$ cat config.mk
export PLATFORM = sky130hd
export DESIGN_NAME = sdram_bank_tracker
export DESIGN_NICKNAME = d
export VERILOG_FILES = /design/src/rtl/sdram_trk_pkg.sv /design/src/rtl/trk_mrd_timer.sv /design/src/rtl/trk_bank_slot.sv /design/src/rtl/trk_cmd_check.sv /design/src/rtl/sdram_bank_tracker.sv
export SDC_FILE = /design/constraint.sdc
export NUM_CORES = 1
export LEC_CHECK = 0
export CAP_MARGIN = 20
export CORE_MARGIN = 8
export CORE_UTILIZATION = 34
export CTS_CLUSTER_SIZE = 14
export DETAILED_ROUTE_END_ITERATION = 10
export HOLD_SLACK_MARGIN = 0.03
export SYNTH_ARGS = -nofsm -noshare
export SYNTH_HDL_FRONTEND = slang
export SYNTH_SLANG_ARGS = --single-unit
export TNS_END_PERCENT = 10
$ cat constraint.sdc
create_clock -name clk -period 2.12 [get_ports clk]
set_input_delay 0.424 -clock clk [delete_from_list [all_inputs] [get_ports clk]]
set_output_delay 0.424 -clock clk [all_outputs]
set_load 0.02 [all_outputs]
$ cat src/rtl/sdram_trk_pkg.sv
package sdram_trk_pkg;

  typedef enum logic [2:0] {
    OP_NOP  = 3'd0,
    OP_MODE = 3'd1,
    OP_ACT  = 3'd2,
    OP_RD   = 3'd3,
    OP_WR   = 3'd4,
    OP_PRE  = 3'd5
  } trk_op_e;

  typedef enum logic [2:0] {
    RSN_NONE      = 3'd0,
    RSN_BUSY      = 3'd1,
    RSN_NOT_OPEN  = 3'd2,
    RSN_NOT_IDLE  = 3'd3,
    RSN_TIMING    = 3'd4,
    RSN_MODE_ADDR = 3'd5
  } trk_rsn_e;

endpackage

$ cat src/rtl/trk_mrd_timer.sv
module trk_mrd_timer #(
  parameter int T_MRD = 2
) (
  input  logic clk,
  input  logic rst,
  input  logic load,
  output logic busy
);
  localparam int CW = (T_MRD < 2) ? 1 : $clog2(T_MRD + 1);

  logic [CW-1:0] cnt_q;

  // loaded with T_MRD-1 so the first free edge is T_MRD after the load
  always_ff @(posedge clk) begin
    if (rst)                 cnt_q <= '0;
    else if (load)           cnt_q <= CW'(T_MRD - 1);
    else if (cnt_q != '0)    cnt_q <= cnt_q - 1'b1;
  end

  assign busy = (cnt_q != '0);

endmodule

$ cat src/rtl/trk_bank_slot.sv
module trk_bank_slot #(
  parameter int ROW_W     = 12,
  parameter int T_RP      = 3,
  parameter int BURST_LEN = 4
) (
  input  logic             clk,
  input  logic             rst,
  input  logic             act_go,
  input  logic             close_go,
  input  logic             ap_go,
  input  logic [ROW_W-1:0] row_in,
  output logic             is_open,
  output logic [ROW_W-1:0] row_q,
  output logic             rp_ok,
  output logic             ap_pend
);
  localparam int RPW = (T_RP < 2) ? 1 : $clog2(T_RP + 1);
  localparam int APW = $clog2(BURST_LEN + 1);

  logic           open_q;
  logic [RPW-1:0] rp_q;
  logic [APW-1:0] ap_q;
  logic           ap_fin;
  logic           shut;

  assign ap_fin = (ap_q == APW'(1));
  assign shut   = open_q && (close_go || ap_fin);

  always_ff @(posedge clk) begin
    if (rst) begin
      open_q <= 1'b0;
      row_q  <= '0;
      rp_q   <= '0;
      ap_q   <= '0;
    end else begin
      if (shut)        open_q <= 1'b0;
      else if (act_go) open_q <= 1'b1;

      if (act_go) row_q <= row_in;

      if (shut)              ap_q <= '0;
      else if (ap_go)        ap_q <= APW'(BURST_LEN);
      else if (ap_q != '0)   ap_q <= ap_q - 1'b1;

      if (shut)              rp_q <= RPW'(T_RP - 1);
      else if (rp_q != '0)   rp_q <= rp_q - 1'b1;
    end
  end

  assign is_open = open_q;
  assign rp_ok   = (rp_q == '0);
  assign ap_pend = (ap_q != '0);

  assert_act_idle_R3: assert property (@(posedge clk) disable iff (rst)
    act_go |-> !open_q);
  assert_act_recovered_R8: assert property (@(posedge clk) disable iff (rst)
    act_go |-> (rp_q == '0));
  assert_ap_on_open_R6: assert property (@(posedge clk) disable iff (rst)
    ap_go |-> (open_q && ap_q == '0));
  assert_ap_closes_R6: assert property (@(posedge clk) disable iff (rst)
    (open_q && ap_fin) |=> !open_q);

endmodule

$ cat src/rtl/trk_cmd_check.sv
module trk_cmd_check
  import sdram_trk_pkg::*;
#(
  parameter int BANK_W = 2
) (
  input  logic [2:0]             op,
  input  logic [BANK_W-1:0]      bank,
  input  logic                   close_flag,
  input  logic                   mode_bit,
  input  logic [(1<<BANK_W)-1:0] open_vec,
  input  logic [(1<<BANK_W)-1:0] rp_ok_vec,
  input  logic [(1<<BANK_W)-1:0] ap_pend_vec,
  input  logic                   mrd_busy,
  output logic                   accept,
  output logic                   reject,
  output logic [2:0]             code,
  output logic [(1<<BANK_W)-1:0] act_go,
  output logic [(1<<BANK_W)-1:0] close_go,
  output logic [(1<<BANK_W)-1:0] ap_go,
  output logic                   mode_go
);
  localparam int NB = 1 << BANK_W;

  logic known;
  logic is_rw;

  assign known = (op == OP_MODE) || (op == OP_ACT) || (op == OP_RD) ||
                 (op == OP_WR)   || (op == OP_PRE);
  assign is_rw = (op == OP_RD) || (op == OP_WR);

  always_comb begin
    accept = 1'b0;
    code   = RSN_NONE;
    if (known) begin
      if (mrd_busy) begin
        code = RSN_TIMING;
      end else begin
        case (op)
          OP_MODE: begin
            if (|open_vec)      code = RSN_NOT_IDLE;
            else if (mode_bit)  code = RSN_MODE_ADDR;
            else                accept = 1'b1;
          end
          OP_ACT: begin
            if (open_vec[bank])        code = RSN_BUSY;
            else if (!rp_ok_vec[bank]) code = RSN_TIMING;
            else                       accept = 1'b1;
          end
          OP_RD, OP_WR: begin
            if (!open_vec[bank] || ap_pend_vec[bank]) code = RSN_NOT_OPEN;
            else                                      accept = 1'b1;
          end
          default: accept = 1'b1;
        endcase
      end
    end
  end

  assign reject  = known && !accept;
  assign mode_go = accept && (op == OP_MODE);

  for (genvar i = 0; i < NB; i++) begin : g_bank
    logic hit;
    assign hit         = (bank == BANK_W'(i));
    assign act_go[i]   = accept && (op == OP_ACT) && hit;
    assign close_go[i] = accept && (op == OP_PRE) && (close_flag || hit);
    assign ap_go[i]    = accept && is_rw && close_flag && hit;
  end

endmodule

$ cat src/rtl/sdram_bank_tracker.sv
module sdram_bank_tracker
  import sdram_trk_pkg::*;
#(
  parameter int BANK_W    = 2,
  parameter int ADDR_W    = 13,
  parameter int ROW_W     = 12,
  parameter int COL_W     = 11,
  parameter int DQ_WIDTH  = 16,
  parameter int T_MRD     = 2,
  parameter int T_RP      = 3,
  parameter int BURST_LEN = 4,
  parameter int AP_BIT    = 10
) (
  input  logic                           clk,
  input  logic                           rst,
  input  logic [2:0]                     cmd_op,
  input  logic [BANK_W-1:0]              cmd_bank,
  input  logic [ADDR_W-1:0]              cmd_addr,
  output logic [(1<<BANK_W)-1:0]         bank_open,
  output logic [(1<<BANK_W)*ROW_W-1:0]   open_rows,
  output logic                           cmd_accept,
  output logic                           err_pulse,
  output logic [2:0]                     err_code,
  output logic [COL_W-1:0]               acc_col
);
  localparam int NB       = 1 << BANK_W;
  localparam int MODE_BIT = ADDR_W - 1;

  logic [NB-1:0]    open_vec, rp_ok_vec, ap_pend_vec;
  logic [NB-1:0]    act_go, close_go, ap_go;
  logic             mode_go, mrd_busy;
  logic             acc_c, rej_c;
  logic [2:0]       code_c;
  logic [COL_W-1:0] col_c;

  trk_cmd_check #(.BANK_W(BANK_W)) u_check (
    .op          (cmd_op),
    .bank        (cmd_bank),
    .close_flag  (cmd_addr[AP_BIT]),
    .mode_bit    (cmd_addr[MODE_BIT]),
    .open_vec    (open_vec),
    .rp_ok_vec   (rp_ok_vec),
    .ap_pend_vec (ap_pend_vec),
    .mrd_busy    (mrd_busy),
    .accept      (acc_c),
    .reject      (rej_c),
    .code        (code_c),
    .act_go      (act_go),
    .close_go    (close_go),
    .ap_go       (ap_go),
    .mode_go     (mode_go)
  );

  trk_mrd_timer #(.T_MRD(T_MRD)) u_mrd (
    .clk  (clk),
    .rst  (rst),
    .load (mode_go),
    .busy (mrd_busy)
  );

  for (genvar i = 0; i < NB; i++) begin : g_slot
    trk_bank_slot #(
      .ROW_W(ROW_W), .T_RP(T_RP), .BURST_LEN(BURST_LEN)
    ) u_slot (
      .clk      (clk),
      .rst      (rst),
      .act_go   (act_go[i]),
      .close_go (close_go[i]),
      .ap_go    (ap_go[i]),
      .row_in   (cmd_addr[ROW_W-1:0]),
      .is_open  (open_vec[i]),
      .row_q    (open_rows[i*ROW_W +: ROW_W]),
      .rp_ok    (rp_ok_vec[i]),
      .ap_pend  (ap_pend_vec[i])
    );
  end

  // column field depends on the device data width
  if (DQ_WIDTH == 4) begin : g_col_x4
    assign col_c = COL_W'({cmd_addr[11], cmd_addr[9:0]});
  end else if (DQ_WIDTH == 8) begin : g_col_x8
    assign col_c = COL_W'(cmd_addr[9:0]);
  end else begin : g_col_x16
    assign col_c = COL_W'(cmd_addr[8:0]);
  end

  assign bank_open = open_vec;

  always_ff @(posedge clk) begin
    if (rst) begin
      cmd_accept <= 1'b0;
      err_pulse  <= 1'b0;
      err_code   <= RSN_NONE;
      acc_col    <= '0;
    end else begin
      cmd_accept <= acc_c;
      err_pulse  <= rej_c;
      err_code   <= code_c;
      if (acc_c && (cmd_op == OP_RD || cmd_op == OP_WR)) acc_col <= col_c;
    end
  end

  assert_mode_needs_idle_R1: assert property (@(posedge clk) disable iff (rst)
    (cmd_op == OP_MODE && |bank_open && !mrd_busy) |=> (err_pulse && err_code == RSN_NOT_IDLE));
  assert_mrd_window_R2: assert property (@(posedge clk) disable iff (rst)
    (mrd_busy && cmd_op != OP_NOP) |=> (!cmd_accept));
  assert_pulse_exclusive_R9: assert property (@(posedge clk) disable iff (rst)
    !(cmd_accept && err_pulse));
  assert_code_quiet_R9: assert property (@(posedge clk) disable iff (rst)
    !err_pulse |-> (err_code == RSN_NONE));
  assert_pre_all_R7: assert property (@(posedge clk) disable iff (rst)
    (cmd_op == OP_PRE && cmd_addr[AP_BIT] && !mrd_busy) |=> (bank_open == '0));

endmodule

==> flow_metrics.env <==
export IMPL_status="complete, but fails checks"
export IMPL_failed_checks="setup timing"
export IMPL_p_per_area_nw_per_um2=890
export IMPL_port_buffers=85
export IMPL_clockBufferDepth=2
export IMPL_endpoint_kind="flip-flop"
export IMPL_hpwl_um=8220
export IMPL_rsz0062_at_grt="yes"
export IMPL_cp_max_fo=7
export IMPL_vdd_drop_max_v=0.000446
export IMPL_min_path_type="flip-flop to flip-flop"
export IMPL_final_nets=579
export IMPL_io_pins=88
export IMPL_cap_violations=0
export IMPL_drv_slew=0
export IMPL_worstSetupPathType="flip-flop to flip-flop"
export IMPL_antenna_found_initial=0
export IMPL_placed_cell_area_um2=5320
export IMPL_cts_sinks=88
export IMPL_yosys_warnings=0
export IMPL_postLayoutCoreUtil=0.521
export IMPL_worstHoldStart="g_slot[0].u_slot.rp_q[0]"
export IMPL_clk_latency_ns=0.34
export IMPL_area_delta_synth_final_pct=50.6
export IMPL_fin_ws_ns=-0.0212
export IMPL_min_period_over_period=1.01
export IMPL_arrival_ns=2.40
export IMPL_wirelength_um=11400
export IMPL_fin_crit_ns=2.14
export IMPL_ys_flop_type="dfxtp_1"
export IMPL_gp_congestion=0.816
export IMPL_cpMaxStageDelayCell="mux4_2"
export IMPL_finalSetupTns_ns=-0.0751
export IMPL_layout_commonest_cell="clkdlybuf4s50_1"
export IMPL_die_h_um=123
export IMPL_grtUsageTotal=0.157
export IMPL_rr_startpoint="g_slot[2].u_slot.ap_q[0]"
export IMPL_leakage_nw=2.57
export IMPL_viasPerCell=4.79
export IMPL_syn_cell_area_um2=3920
export IMPL_place_ws_ns=-0.478
export IMPL_ys_types=49
export IMPL_critPathRequiredTime_ns=2.38
export IMPL_setup_viol=14
export IMPL_crit_path_max_incr_delay_ns=0.48
export IMPL_synthCells=399
export IMPL_initial_core_util=0.346
export IMPL_cts_inserted_buffers=9
export IMPL_htreeDepth=3
export IMPL_synth_edf_count=0
export IMPL_grt_overflow_total=0
export IMPL_cts_tree="done"
export IMPL_start_kind="flip-flop"
export IMPL_seq_area_frac_synth=0.450
export IMPL_layout_common_cells="81 x clkdlybuf4s50_1, 80 x dfxtp_1, 77 x nand2_1"
export IMPL_avgSynthCellArea_um2=9.81
export IMPL_cts_root_buffer="clkbuf_16"
export IMPL_seqCellArea_um2=1770
export IMPL_critPathBufInv=2
export IMPL_multi_input_area_um2=2040
export IMPL_detail_route_antenna_nets=0
export IMPL_grt_max_degree=25
export IMPL_fillers=1046
export IMPL_clkTransAtPathRegs_ns=0.07
export IMPL_startpoint="g_slot[2].u_slot.ap_q[0]"
export IMPL_cp_cell_sequence="inv_4 -> ha_4 -> nor2b_4 -> mux4_2 -> and3_4 -> o2111ai_4 -> buf_12 -> mux2i_1"
export IMPL_async_reset_ff_frac=0
export IMPL_core_region_area_um2=11300
export IMPL_hold_viol_final=0
export IMPL_crit_family="multiplexers"
export IMPL_drive_gt1_frac=0.236
export IMPL_drc=0
export IMPL_die_w_um=123
export IMPL_max_freq_mhz=467
export IMPL_grt_pass1_wl_um=18400
export IMPL_dieArea_um2=15200
export IMPL_hold_buffers=0
export IMPL_n_antenna_cell=0
export IMPL_drtPass1Iterations=6
export IMPL_wl_per_cell_um=16.5
export IMPL_grt_pass1_vias=3568
export IMPL_synth_seq_cells=88
export IMPL_vias=3323
export IMPL_fin_worst_skew_ns=0.00845
export IMPL_drtIter0Drc=131
export IMPL_postLayoutCellArea_um2=5900
export IMPL_row_count=39
## worst reg2reg max path: stages, from the launching register on
cell and delay, ns:
dfxtp_2 0.36, inv_4 0.04, ha_4 0.15, nor2b_4 0.13, mux4_2 0.48, and3_4 0.22, o2111ai_4 0.32, buf_12 0.19
mux2i_1 0.19
## cell families after synthesis
kind of cell,after synthesis,share of synthesized area
flops,88,0.450
buf+inv,41,0.0550
mux,63,0.171
fa+ha+maj,13,0.0415
xor+xnor,4,0.00895
compound gates,54,0.110
other cells,1,0.000958
simple gates,135,0.163
## per-layer routing
layer	global-route usage	wire length, um
met4	0.0579	167
met1	0.175	4720
met5	0	0
met3	0.0557	919
met2	0.271	5630
## cells in the mapped netlist, drive strengths merged (2+ instances only)
library cell | n | area share
nand2b | 3 | 0.0048
a311oi | 3 | 0.0067
ha | 13 | 0.042
nor2b | 9 | 0.016
o21ai | 10 | 0.013
a31oi | 2 | 0.0032
dfxtp | 88 | 0.45
nand2 | 77 | 0.074
nor3 | 3 | 0.0038
mux2i | 60 | 0.15
mux4 | 3 | 0.017
nand3 | 3 | 0.0038
a22oi | 2 | 0.0038
inv | 17 | 0.016
clkbuf | 11 | 0.011
o21a | 2 | 0.0038
buf | 13 | 0.028
nor2 | 18 | 0.017
a221oi | 2 | 0.0045
a21oi | 17 | 0.023
and2 | 5 | 0.0080
o2111ai | 5 | 0.025
nor3b | 11 | 0.024
xnor2 | 4 | 0.0089
## path summary, 6_finish.rpt
kind | endpoint | slack, ns | cells after the start
min | g_slot[0].u_slot.rp_q[0] | 0.45 | 1
max | g_slot[2].u_slot.row_q[8] | -0.02 | 8
min reg2reg | g_slot[0].u_slot.rp_q[0] | 0.45 | 1
max reg2reg | g_slot[2].u_slot.row_q[8] | -0.02 | 8
## power breakdown
| part | switching, mW | leakage, nW | total [mW] | internal (mW) |
|---|---|---|---|---|
| registers | 0.120 | 0.716 | 1.94 | 1.82 |
| logic | 0.792 | 1.71 | 1.69 | 0.902 |
| clock network | 0.691 | 0.144 | 1.62 | 0.928 |
## sequential cells by signal (all words and copies together), names as in the netlist
register,flops
err_pulse,1
g_slot.u_slot.ap_q,12
acc_col,9
u_mrd.cnt_q,2
cmd_accept,1
g_slot.u_slot.rp_q,8
g_slot.u_slot.row_q,48
err_code,3
g_slot.u_slot.is_open,4
## metrics by stage
stage | total power, mW | hold slack, ns | std cells
floorplan | 2.84 | 0.421 | 400
global placement | 3.28 | 0.430 | 656
detailed placement | 3.32 | 0.438 | 656
CTS | 5.22 | 0.450 | 692
global route | 5.56 | 0.474 | 694
finish | 5.25 | 0.448 | 694
## final cells by class
cell class | count | area share
multi-input cells | 271 | 0.346
flip-flops and latches | 88 | 0.300
well taps | 143 | 0.0303
inverters | 17 | 0.0121
repair buffers | 159 | 0.259
clock buffers | 9 | 0.0382
clock inverters | 7 | 0.0134
## repair_timing
action                     in CTS  in global routing
pin swaps                       7                  4
setup endpoints to repair      68                 71
gates cloned                    2                  0
setup buffers                  18                  2
resized for setup              22                  6
(Power assumes the default switching activity.)
